==> src/rtl/scan_pkg.sv <==
package scan_pkg;
  localparam int IR_W = 4;
  typedef logic [IR_W-1:0] instr_t;

  localparam instr_t OP_EXTEST = 4'b0000;
  localparam instr_t OP_SAMPLE = 4'b0001;
  localparam instr_t OP_INTEST = 4'b0010;
  localparam instr_t OP_IDCODE = 4'b0011;
  localparam instr_t OP_CLAMP  = 4'b0100;
  localparam instr_t OP_HIGHZ  = 4'b0101;
  localparam instr_t OP_BYPASS = 4'b1111;

  localparam instr_t IR_CAPTURE = {{(IR_W-2){1'b0}}, 2'b01};

  typedef enum logic [1:0] {
    CELL_PASS       = 2'd0,
    CELL_DRIVE_PINS = 2'd1,
    CELL_DRIVE_CORE = 2'd2
  } cell_mode_e;

  typedef enum logic [1:0] {
    PATH_BYP = 2'd0,
    PATH_ID  = 2'd1,
    PATH_BSR = 2'd2
  } dr_path_e;

  typedef struct packed {
    dr_path_e   path;
    cell_mode_e mode;
    logic       hiz;
  } decode_t;
endpackage

==> src/rtl/scan_ir_reg.sv <==
module scan_ir_reg
  import scan_pkg::*;
(
  input  logic   tck,
  input  logic   rst,
  input  logic   cap,
  input  logic   shf,
  input  logic   upd,
  input  logic   tdi,
  output instr_t shift_q,
  output instr_t instr_q
);
  always_ff @(posedge tck) begin
    if (rst) begin
      shift_q <= IR_CAPTURE;
      instr_q <= OP_IDCODE;
    end else begin
      if (cap)
        shift_q <= IR_CAPTURE;
      else if (shf)
        shift_q <= {tdi, shift_q[IR_W-1:1]};
      if (upd)
        instr_q <= shift_q;
    end
  end
endmodule

==> src/rtl/scan_decode.sv <==
module scan_decode
  import scan_pkg::*;
(
  input  instr_t  instr,
  output decode_t dec
);
  always_comb begin
    dec = '{path: PATH_BYP, mode: CELL_PASS, hiz: 1'b0};
    unique case (instr)
      OP_EXTEST: dec = '{path: PATH_BSR, mode: CELL_DRIVE_PINS, hiz: 1'b0};
      OP_SAMPLE: dec = '{path: PATH_BSR, mode: CELL_PASS,       hiz: 1'b0};
      OP_INTEST: dec = '{path: PATH_BSR, mode: CELL_DRIVE_CORE, hiz: 1'b0};
      OP_IDCODE: dec = '{path: PATH_ID,  mode: CELL_PASS,       hiz: 1'b0};
      OP_CLAMP:  dec = '{path: PATH_BYP, mode: CELL_DRIVE_PINS, hiz: 1'b0};
      OP_HIGHZ:  dec = '{path: PATH_BYP, mode: CELL_PASS,       hiz: 1'b1};
      default:   dec = '{path: PATH_BYP, mode: CELL_PASS,       hiz: 1'b0};
    endcase
  end
endmodule

==> src/rtl/scan_dr_regs.sv <==
module scan_dr_regs
  import scan_pkg::*;
#(
  parameter int ID_W = 32,
  parameter logic [ID_W-1:0] ID_VALUE = '1
) (
  input  logic     tck,
  input  logic     rst,
  input  logic     cap,
  input  logic     shf,
  input  logic     tdi,
  input  dr_path_e path,
  output logic     byp_so,
  output logic     id_so
);
  logic            byp_q;
  logic [ID_W-1:0] id_q;

  always_ff @(posedge tck) begin
    if (rst) begin
      byp_q <= 1'b0;
      id_q  <= ID_VALUE;
    end else begin
      if (path == PATH_BYP) begin
        if (cap)      byp_q <= 1'b0;
        else if (shf) byp_q <= tdi;
      end
      if (path == PATH_ID) begin
        if (cap)      id_q <= ID_VALUE;
        else if (shf) id_q <= {tdi, id_q[ID_W-1:1]};
      end
    end
  end

  assign byp_so = byp_q;
  assign id_so  = id_q[0];
endmodule

==> src/rtl/scan_instr_unit.sv <==
module scan_instr_unit
  import scan_pkg::*;
#(
  parameter int VER_W  = 4,
  parameter int PART_W = 16,
  parameter int MFR_W  = 11,
  parameter logic [VER_W-1:0]  ID_VER  = 4'h3,
  parameter logic [PART_W-1:0] ID_PART = 16'hA5C1,
  parameter logic [MFR_W-1:0]  ID_MFR  = 11'h2B5
) (
  input  logic       tck,
  input  logic       rst,
  input  logic       cap_ir,
  input  logic       shf_ir,
  input  logic       upd_ir,
  input  logic       cap_dr,
  input  logic       shf_dr,
  input  logic       upd_dr,
  input  logic       tdi,
  input  logic       bsr_so,
  output logic       tdo,
  output logic       tdo_oe,
  output logic       bsr_sel,
  output logic [1:0] cell_mode,
  output logic       out_hiz,
  output logic       bsr_cap,
  output logic       bsr_shift,
  output logic       bsr_upd
);
  localparam int ID_W = VER_W + PART_W + MFR_W + 1;
  localparam logic [ID_W-1:0] ID_VALUE = {ID_VER, ID_PART, ID_MFR, 1'b1};

  instr_t  ir_shift_q;
  instr_t  ir_active_q;
  decode_t dec;
  logic    byp_so;
  logic    id_so;
  logic    dr_so;

  scan_ir_reg u_ir (
    .tck     (tck),
    .rst     (rst),
    .cap     (cap_ir),
    .shf     (shf_ir),
    .upd     (upd_ir),
    .tdi     (tdi),
    .shift_q (ir_shift_q),
    .instr_q (ir_active_q)
  );

  scan_decode u_dec (
    .instr (ir_active_q),
    .dec   (dec)
  );

  scan_dr_regs #(
    .ID_W     (ID_W),
    .ID_VALUE (ID_VALUE)
  ) u_dr (
    .tck    (tck),
    .rst    (rst),
    .cap    (cap_dr),
    .shf    (shf_dr),
    .tdi    (tdi),
    .path   (dec.path),
    .byp_so (byp_so),
    .id_so  (id_so)
  );

  always_comb begin
    unique case (dec.path)
      PATH_ID:  dr_so = id_so;
      PATH_BSR: dr_so = bsr_so;
      default:  dr_so = byp_so;
    endcase
  end

  always_ff @(negedge tck) begin
    if (rst) begin
      tdo    <= 1'b0;
      tdo_oe <= 1'b0;
    end else begin
      tdo_oe <= shf_ir | shf_dr;
      if (shf_ir)      tdo <= ir_shift_q[0];
      else if (shf_dr) tdo <= dr_so;
      else             tdo <= 1'b0;
    end
  end

  assign bsr_sel   = (dec.path == PATH_BSR);
  assign cell_mode = dec.mode;
  assign out_hiz   = dec.hiz;
  assign bsr_cap   = bsr_sel & cap_dr;
  assign bsr_shift = bsr_sel & shf_dr;
  assign bsr_upd   = bsr_sel & upd_dr;
endmodule

==> config.mk <==
export PLATFORM = sky130hd
export DESIGN_NAME = scan_instr_unit
export DESIGN_NICKNAME = d
export VERILOG_FILES = /design/src/rtl/scan_pkg.sv /design/src/rtl/scan_ir_reg.sv /design/src/rtl/scan_decode.sv /design/src/rtl/scan_dr_regs.sv /design/src/rtl/scan_instr_unit.sv
export SDC_FILE = /design/constraint.sdc
export NUM_CORES = 1
export LEC_CHECK = 0
export BUFFER_PORTS_ARGS = -buffer_cell sky130_fd_sc_hd__buf_2
export CORE_MARGIN = 3
export CORE_UTILIZATION = 38
export CTS_CLUSTER_SIZE = 24
export DETAILED_ROUTE_END_ITERATION = 6
export GPL_ROUTABILITY_DRIVEN = 0
export PLACE_DENSITY = 0.56
export SKIP_LAST_GASP = 1
export SYNTH_ARGS = -nofsm -noshare
export SYNTH_HDL_FRONTEND = slang
export SYNTH_SLANG_ARGS = --single-unit
==> constraint.sdc <==
create_clock -name tck -period 1.95 [get_ports tck]
set_clock_uncertainty 0.15 [all_clocks]
set_input_delay 0.0975 -clock tck [delete_from_list [all_inputs] [get_ports tck]]
set_output_delay 0.0975 -clock tck [all_outputs]
set_load 0.02 [all_outputs]
======== Word-level counts from Yosys, hierarchy flattened ========
Cells that the tools add are included.
cells by class
  equality and inequality tests ........... 7
  muxes and demuxes ....................... 8
  bitwise operators ....................... 4
  reductions and logical operators ........ 6
operators with widths
  cell                  number
  $mux W32              2
  $pmux W5 S6           1
  $eq A4 B2 Y1 const B  2
  $eq A4 B3 Y1 const B  2
  $eq A4 B1 Y1 const B  1
  $logic_not A4 Y1      1
  $mux W1               4
  $reduce_and A2 Y1     2
  $and A1 B1 Y1         3
  $eq A2 B1 Y1 const B  1
  $eq A2 B2 Y1 const B  1
  $logic_not A2 Y1      1
  $pmux W1 S2           1
  $reduce_bool A2 Y1    1
  $reduce_or A2 Y1      1
  $or A1 B1 Y1          1
word-level totals
  flip-flop bits (word level) ............. 43
  input port bits ......................... 10
  output and inout port bits .............. 9
  logic and storage cells ................. 31

======== Depth between registers and ports, before layout ========
Gate-level depths: netlist of run 1.
  word-level depth ........................ 6
  gate-level depth with buffers ........... 7
  depth with buffers taken out ............ 7

======== By module ========
Synthesis of run 1 repeated with hierarchy kept, for this count alone.
unflattened totals
  cell total of the unflattened synthesis .. 205
  area, all modules ....................... 1944.4 µm²
by module, submodules not included
  module           times used  cells an instance  area an instance (µm²)  sequential area each (µm²)
  scan_dr_regs     1           156                1442.6                  660.6
  scan_ir_reg      1           27                 291.5                   160.2
  scan_instr_unit  1           17                 157.7                   40.0
  scan_decode      1           5                  52.6                    0.0

==> summary.log, run 1 <==
[outcome] run status complete, but fails checks
[outcome] violated checks negative setup slack
[sta] Slew headroom 47.1%
[global_route] number of antenna violations at the first check in global routing 0
[floorplanning] height of the die 75.1 um
[global_route] global route overflow 0
[logic_synthesis] number of warnings reported in the yosys synthesis log 0
[floorplanning] width of the chip 75.1 um
[drt] post-DR vias/cell 5.14
[final_layout] area overhead of the layout relative to synthesis 17.8%
[clocking] source-to-sink clock delay at the later pin of the worst-skew pair 300 ps
[logic_synthesis] summed instance area of the synthesized netlist 0.00181 mm^2
[clocking] clock transition at the registers of the reported paths 90 ps
[placed_design] pre-CTS worst setup slack -589 ps
[final_layout] commonest non-fill, non-tap cell in the layout sky130_fd_sc_hd__dfxtp_1
[placed_design] number of buffers inserted by port buffering 18
[drt] Antenna Nets Post-Route 0
[drt] length of the first detailed-routing pass in iterations 4
[floorplanning] count of standard-cell rows 24
[clocking] number of levels the H-tree was split into 2
[logic_synthesis] EDFF count, synth 0
[setup_path] list of cells traversed by the critical path nand2_2 -> nor3_4 -> inv_2 -> ha_4 -> a221o_1 -> nand4b_1 -> a21oi_1
[logic_synthesis] mean instance size in the synthesized netlist 8.98 um^2
[final_layout] Seq. cell area 867 um^2
[power] worst-case vdd ir drop 0.531 mV
[clocking] number of buffers created by CTS 5
[global_route] global-route wire length before repair 5760 um
[sta] final worst setup slack -532 ps
[sta] final number of hold-violating endpoints 0
[setup_path] data arrival time of the critical path 1590 ps
[setup_path] critical path start-end classification flip-flop to flip-flop
[final_layout] area of the multi-input gates 890 um^2
[setup_path] highest-delay cell along the critical path sky130_fd_sc_hd__dfxtp_2
[setup_path] CP max FO 2
[clocking] maximum root-to-sink buffer count 2
[floorplanning] full die area 0.00564 mm^2
[floorplanning] I/O pin count 19
[logic_synthesis] fraction of registers with async set or reset after synthesis 0%
[logic_synthesis] Cell variety after synth 27
[power] static leakage power 0.893 nW
[clocking] clock sink count 43
[final_layout] non-filler cells in the finished layout 278
[placed_design] Placed Cells incl. Taps 266
[final_layout] final net count 238
[global_route] pin count of the biggest net entering global routing 42
[sta] RSZ-0062 raised after global routing yes
[sta] final hold slack 29.3 ps
[job] max-capacitance violation count 0
[sta] Worst Max-Slew Pin Slew 791 ps
[clocking] CTS tree done
[final_layout] share of cells above drive strength 1 23.9%
[drt] DR iter-0 viols 76
[final_layout] fill cell total of the finished layout 442
[drt] Routed Wire Length 3590 um
[setup_path] slack of the worst reg-to-reg path -530 ps
[power] pwr/cell area 835 mW/mm^2
[min_path] type of the most critical hold path input port to flip-flop
[sta] final setup vio count 3
[logic_synthesis] cell count after synthesis 202
[global_route] number of global-route vias before repair 1264
[global_route] total global routing track utilization 13.8%
[floorplanning] starting utilization of the core area 40.5%
[final_layout] diodes inserted 0
[logic_synthesis] Synth Net Count 215
[final_layout] post-layout util 47.8%
[drt] routed length per instance 12.9 um
[drt] Via Count 1430
[clocking] number of setup buffers added after CTS 0
[sta] max-slew violations 0
[logic_synthesis] commonest register cell after synthesis sky130_fd_sc_hd__dfxtp_1
[logic_synthesis] post-synthesis sequential area ratio 47.4%
[power] Power, Total 0.00178 W
[floorplanning] core area 0.00447 mm^2
[clocking] root cell of the clock tree sky130_fd_sc_hd__clkbuf_8
[placed_design] post-detailed-placement half-perimeter wirelength 2270 um
[setup_path] CP endpoint kind flip-flop
[setup_path] Startpoint Class flip-flop
[final_layout] most used cells in the layout excluding fill and tap cells 38 x sky130_fd_sc_hd__dfxtp_1, 23 x sky130_fd_sc_hd__nor2_1, 21 x sky130_fd_sc_hd__nand2_1, 21 x sky130_fd_sc_hd__nor3_1
[setup_path] CP peak stage delay 350 ps
[setup_path] critical path required time 1060 ps
[logic_synthesis] register bit count reported by yosys 43
[drt] Residual DRC 0
power breakdown:
group          internal [W]  leakage, nW  switching (W)
logic              0.000108        0.491       0.000145
clock network      0.000259       0.0510       0.000335
registers          0.000916        0.351      0.0000205
worst max-delay path: cells and delay by family, from the launching register on:
| family | cells | cell delay, ps |
|---|---|---|
| AND/OR/NAND/NOR | 3 | 350 |
| adder cells (fa/ha/maj) | 1 | 160 |
| buffers and inverters | 1 | 80 |
| AO/OA/AOI/OAI | 2 | 340 |
| flip-flops | 1 | 350 |
area by class of cell:
type	instances	area share, %
Sequential cell	43	40.6
Multi-Input combinational cell	140	41.6
Inverter	2	0.351
Timing Repair Buffer	31	9.72
Clock buffer	5	3.22
Tap cell	52	3.04
Clock inverter	5	1.46
Yosys cell counts, types with 2 or more instances:
master / count / share of area, %
sky130_fd_sc_hd__o21bai_1: 16 / 6.6
sky130_fd_sc_hd__dfxtp_1: 43 / 47
sky130_fd_sc_hd__a211o_1: 2 / 0.97
sky130_fd_sc_hd__nand2_1: 22 / 4.6
sky130_fd_sc_hd__mux2i_1: 6 / 3.3
sky130_fd_sc_hd__a21oi_2: 3 / 1.4
sky130_fd_sc_hd__nor2b_1: 3 / 1.0
sky130_fd_sc_hd__a21oi_1: 14 / 3.9
sky130_fd_sc_hd__clkbuf_1: 7 / 1.4
sky130_fd_sc_hd__nor3_1: 22 / 6.1
sky130_fd_sc_hd__inv_1: 3 / 0.62
sky130_fd_sc_hd__buf_4: 3 / 1.2
sky130_fd_sc_hd__nand3b_2: 3 / 1.9
sky130_fd_sc_hd__buf_6: 2 / 1.2
sky130_fd_sc_hd__nand3b_1: 12 / 5.0
sky130_fd_sc_hd__ha_1: 3 / 2.1
sky130_fd_sc_hd__buf_2: 4 / 1.1
sky130_fd_sc_hd__nor2_1: 23 / 4.8
sky130_fd_sc_hd__and2_1: 3 / 1.0
sequential cells by signal, indices dropped and copies added (netlist names):
signal	cells
u_dr.id_q	32
u_ir.shift_q	4
u_dr.byp_so	1
u_ir.instr_q	4
tdo_oe	1
tdo	1
per-layer routing:
layer  global-route usage (%)  up-vias  part of all wire, %
met5                        0        -                    0
met4                     6.52        0                  1.4
met3                     4.81        4                  3.0
met2                     20.4       14                   47
met1                     17.9      681                   49
li1                         -      731                    -
final timing paths:
path / from / endpoint / cells after the start
setup / recovery: u_ir.instr_q[1] / tdo / 7
setup reg to reg: u_ir.instr_q[1] / tdo / 7
hold reg to reg: u_dr.id_q[15] / u_dr.id_q[15] / 2
hold / removal: shf_ir / u_ir.shift_q[0] / 3
cell families after synthesis:
logic type / count (synthesis) / synth area share (%)
AOI/OAI and AO/OA: 40 / 15.9
adders and majority gates: 3 / 2.07
buffers and inverters: 19 / 5.66
DFF: 43 / 47.4
muxes: 6 / 3.31
and+or+nand+nor: 91 / 25.6
through the flow:
stage | setup TNS, ps | instance area [um^2]
after global routing | -790 | 2140
after detailed placement | -589 | 1980
after global placement | -528 | 1980
final | -627 | 2140
after CTS | -608 | 2120
after floorplan | -571 | 1840
timing repair:
| action | CTS | global route |
|---|---|---|
| pin swaps | 1 | 1 |
| endpoints found under the hold margin | 7 | 0 |
| gates resized for setup | 9 | 1 |
| hold buffers | 3 | 0 |
| endpoints found under the setup margin | 3 | 3 |
(Power assumes the default switching activity.)
==> run 2, diff against run 1 <==
- REMOVE_ABC_BUFFERS: unset -> 1
==> summary.log, run 2 (synthesized netlist as in run 1, its figures left out) <==
[global_route] number of antenna violations at the first check in global routing 0 [unchanged]
[drt] Routed Wire Length 3590 um [-0.19%]
[final_layout] area overhead of the layout relative to synthesis 18.6%
[power] pwr/cell area 908 mW/mm^2 [+8.8%]
[final_layout] top flop regs u_dr.id_q (32), u_ir.instr_q (4), u_ir.shift_q (4)
[sta] final setup vio count 3 [unchanged]
[floorplanning] width of the chip 75.1 um [unchanged]
[setup_path] data arrival time of the critical path 1570 ps [-20 ps]
[sta] RSZ-0062 raised after global routing yes
[clocking] clock transition at the registers of the reported paths 80 ps [about the same]
[setup_path] list of cells traversed by the critical path nor2_1 -> nand2_1 -> ha_1 -> a221o_1 -> nand4b_1 -> a21oi_1
[sta] final hold slack 38.9 ps [+9.67 ps]
[clocking] maximum root-to-sink buffer count 2 [unchanged]
[final_layout] fill cell total of the finished layout 429 [-2.9%]
[outcome] violated checks negative setup slack
[drt] Residual DRC 0 [unchanged]
[setup_path] worst path buffer plus inverter count 0 [-1]
[clocking] number of levels the H-tree was split into 2 [unchanged]
[drt] Via Count 1440 [+0.70%]
[floorplanning] height of the die 75.1 um [unchanged]
[sta] Slew headroom 48.2% [+1.1 points]
[drt] routed length per instance 12.9 um [-0.19%]
[final_layout] area of the multi-input gates 867 um^2 [-2.5%]
[placed_design] post-detailed-placement half-perimeter wirelength 2310 um [+1.6%]
[floorplanning] full die area 0.00564 mm^2 [unchanged]
[global_route] total global routing track utilization 13.8% [about the same]
[floorplanning] I/O pin count 19 [unchanged]
[setup_path] CP peak stage delay 350 ps [about the same]
[final_layout] area of all placed cells without fillers 0.00215 mm^2 [+0.64%]
[clocking] source-to-sink clock delay at the later pin of the worst-skew pair 290 ps [about the same]
[final_layout] commonest non-fill, non-tap cell in the layout sky130_fd_sc_hd__dfxtp_1
[outcome] run status complete, but fails checks
[global_route] number of global-route vias before repair 1318 [+4.3%]
[floorplanning] count of standard-cell rows 24 [unchanged]
[setup_path] CP max FO 3 [+1]
[drt] Antenna Nets Post-Route 0 [unchanged]
[sta] max-slew violations 0 [unchanged]
[global_route] pin count of the biggest net entering global routing 42 [unchanged]
[drt] post-DR vias/cell 5.18 [+0.70%]
[final_layout] Largest register FFs 32 [unchanged]
[floorplanning] starting utilization of the core area 40.5% [unchanged]
[setup_path] highest-delay cell along the critical path sky130_fd_sc_hd__dfxtp_2
[setup_path] critical path required time 1060 ps [about the same]
[setup_path] CP endpoint kind flip-flop
[clocking] root cell of the clock tree sky130_fd_sc_hd__clkbuf_8
[clocking] clock sink count 43 [unchanged]
[clocking] CTS tree done
[power] worst-case vdd ir drop 0.425 mV [-20%]
[final_layout] post-layout util 48.1% [+0.31 points]
[power] static leakage power 0.914 nW [+2.3%]
[final_layout] most used cells in the layout excluding fill and tap cells 38 x sky130_fd_sc_hd__dfxtp_1, 23 x sky130_fd_sc_hd__nor2_1, 21 x sky130_fd_sc_hd__nand2_1, 21 x sky130_fd_sc_hd__nor3_1
[sta] final number of hold-violating endpoints 0 [unchanged]
[final_layout] final net count 238 [unchanged]
[floorplanning] core area 0.00447 mm^2 [unchanged]
[sta] Worst Max-Slew Pin Slew 774 ps [-16.8 ps]
[job] max-capacitance violation count 0 [unchanged]
[placed_design] Placed Instance Area 0.00195 mm^2 [-1.5%]
[final_layout] diodes inserted 0 [unchanged]
[placed_design] number of buffers inserted by port buffering 18 [unchanged]
[final_layout] share of cells above drive strength 1 23.5% [-0.44 points]
[drt] length of the first detailed-routing pass in iterations 4 [unchanged]
[drt] DR iter-0 viols 93 [+22%]
[global_route] global route overflow 0 [unchanged]
[final_layout] largest register by flop count u_dr.id_q
[sta] Post-Route Setup TNS -609 ps [+18.6 ps]
[final_layout] Seq. cell area 867 um^2 [unchanged]
[min_path] type of the most critical hold path input port to flip-flop
[setup_path] critical path start-end classification flip-flop to flip-flop
[clocking] number of buffers created by CTS 5 [unchanged]
[setup_path] Startpoint Class flip-flop
[setup_path] Worst path top cell family by delay flip-flops
[sta] final worst setup slack -509 ps [+23.5 ps]
[global_route] global-route wire length before repair 5890 um [+2.2%]
==> run 2: cell count changes in the layout (fill, tap and decap cells not counted) <==
cell,change
sky130_fd_sc_hd__clkbuf_16,+1
sky130_fd_sc_hd__ha_1,+1
sky130_fd_sc_hd__clkinvlp_4,-2
sky130_fd_sc_hd__clkinvlp_2,+1
sky130_fd_sc_hd__ha_2,+1
sky130_fd_sc_hd__clkinv_4,-1
sky130_fd_sc_hd__bufinv_16,+1
sky130_fd_sc_hd__ha_4,-2
==> run 2: area by class of cell <==
cell class	instances	share of cell area [%]
Clock inverter	4	1.98
Inverter	2	0.349
Timing Repair Buffer	31	9.66
Tap cell	52	3.03
Multi-Input combinational cell	140	40.3
Clock buffer	6	4.36
Sequential cell	43	40.3
==> run 2: worst reg2reg max path, cell delays in order, from the launching register on <==
cell and delay [ps]:
sky130_fd_sc_hd__dfxtp_2 350, sky130_fd_sc_hd__nor2_1 100, sky130_fd_sc_hd__nand2_1 100, sky130_fd_sc_hd__ha_1 310, sky130_fd_sc_hd__a221o_1 270, sky130_fd_sc_hd__nand4b_1 90
sky130_fd_sc_hd__a21oi_1 60
==> run 2: layer usage <==
| layer | vias to the layer above | share of wire, % | track usage, % |
|---|---|---|---|
| met3 | 5 | 3.7 | 4.94 |
| met5 | - | 0 | 0 |
| met4 | 0 | 1.6 | 5.34 |
| met1 | 683 | 46 | 16.2 |
| met2 | 18 | 49 | 22.8 |
| li1 | 734 | - | - |
==> run 2: what timing repair did <==
action / 4_1_cts / 5_1_grt
setup buffers: 1 / 0
hold buffers: 3 / 0
cloned: 0 / 0
pin swaps: 5 / 1
endpoints found under the hold margin: 7 / 0
resized for setup: 10 / 4
endpoints found under the setup margin: 3 / 3
==> run 2: final timing paths <==
kind | startpoint | end | depth (start not counted) | slack (ps)
worst max register to register | u_ir.instr_q[3] | tdo | 6 | -510
worst min-delay path | shf_ir | u_ir.shift_q[0] | 3 | 40
worst min register to register | u_dr.id_q[23] | u_dr.id_q[23] | 2 | 300
worst max-delay path | u_ir.instr_q[3] | tdo | 6 | -510
==> run 2: per-stage QoR <==
step / setup WS [ps] / cells / power (W)
3_5_place_dp: -696 / 265 / 0.00120
3_3_place_gp: -637 / 265 / 0.00119
2_1_floorplan: -770 / 186 / 0.00110
6_report: -509 / 278 / 0.00195
5_1_grt: -568 / 278 / 0.00205
4_1_cts: -529 / 278 / 0.00198
==> run 2: power breakdown <==
group / switching (W) / total (W) / internal, W
combinational: 0.000143 / 0.000246 / 0.000103
clock: 0.000310 / 0.000771 / 0.000461
sequential: 0.0000200 / 0.000936 / 0.000916
total: 0.000473 / 0.00195 / 0.00148
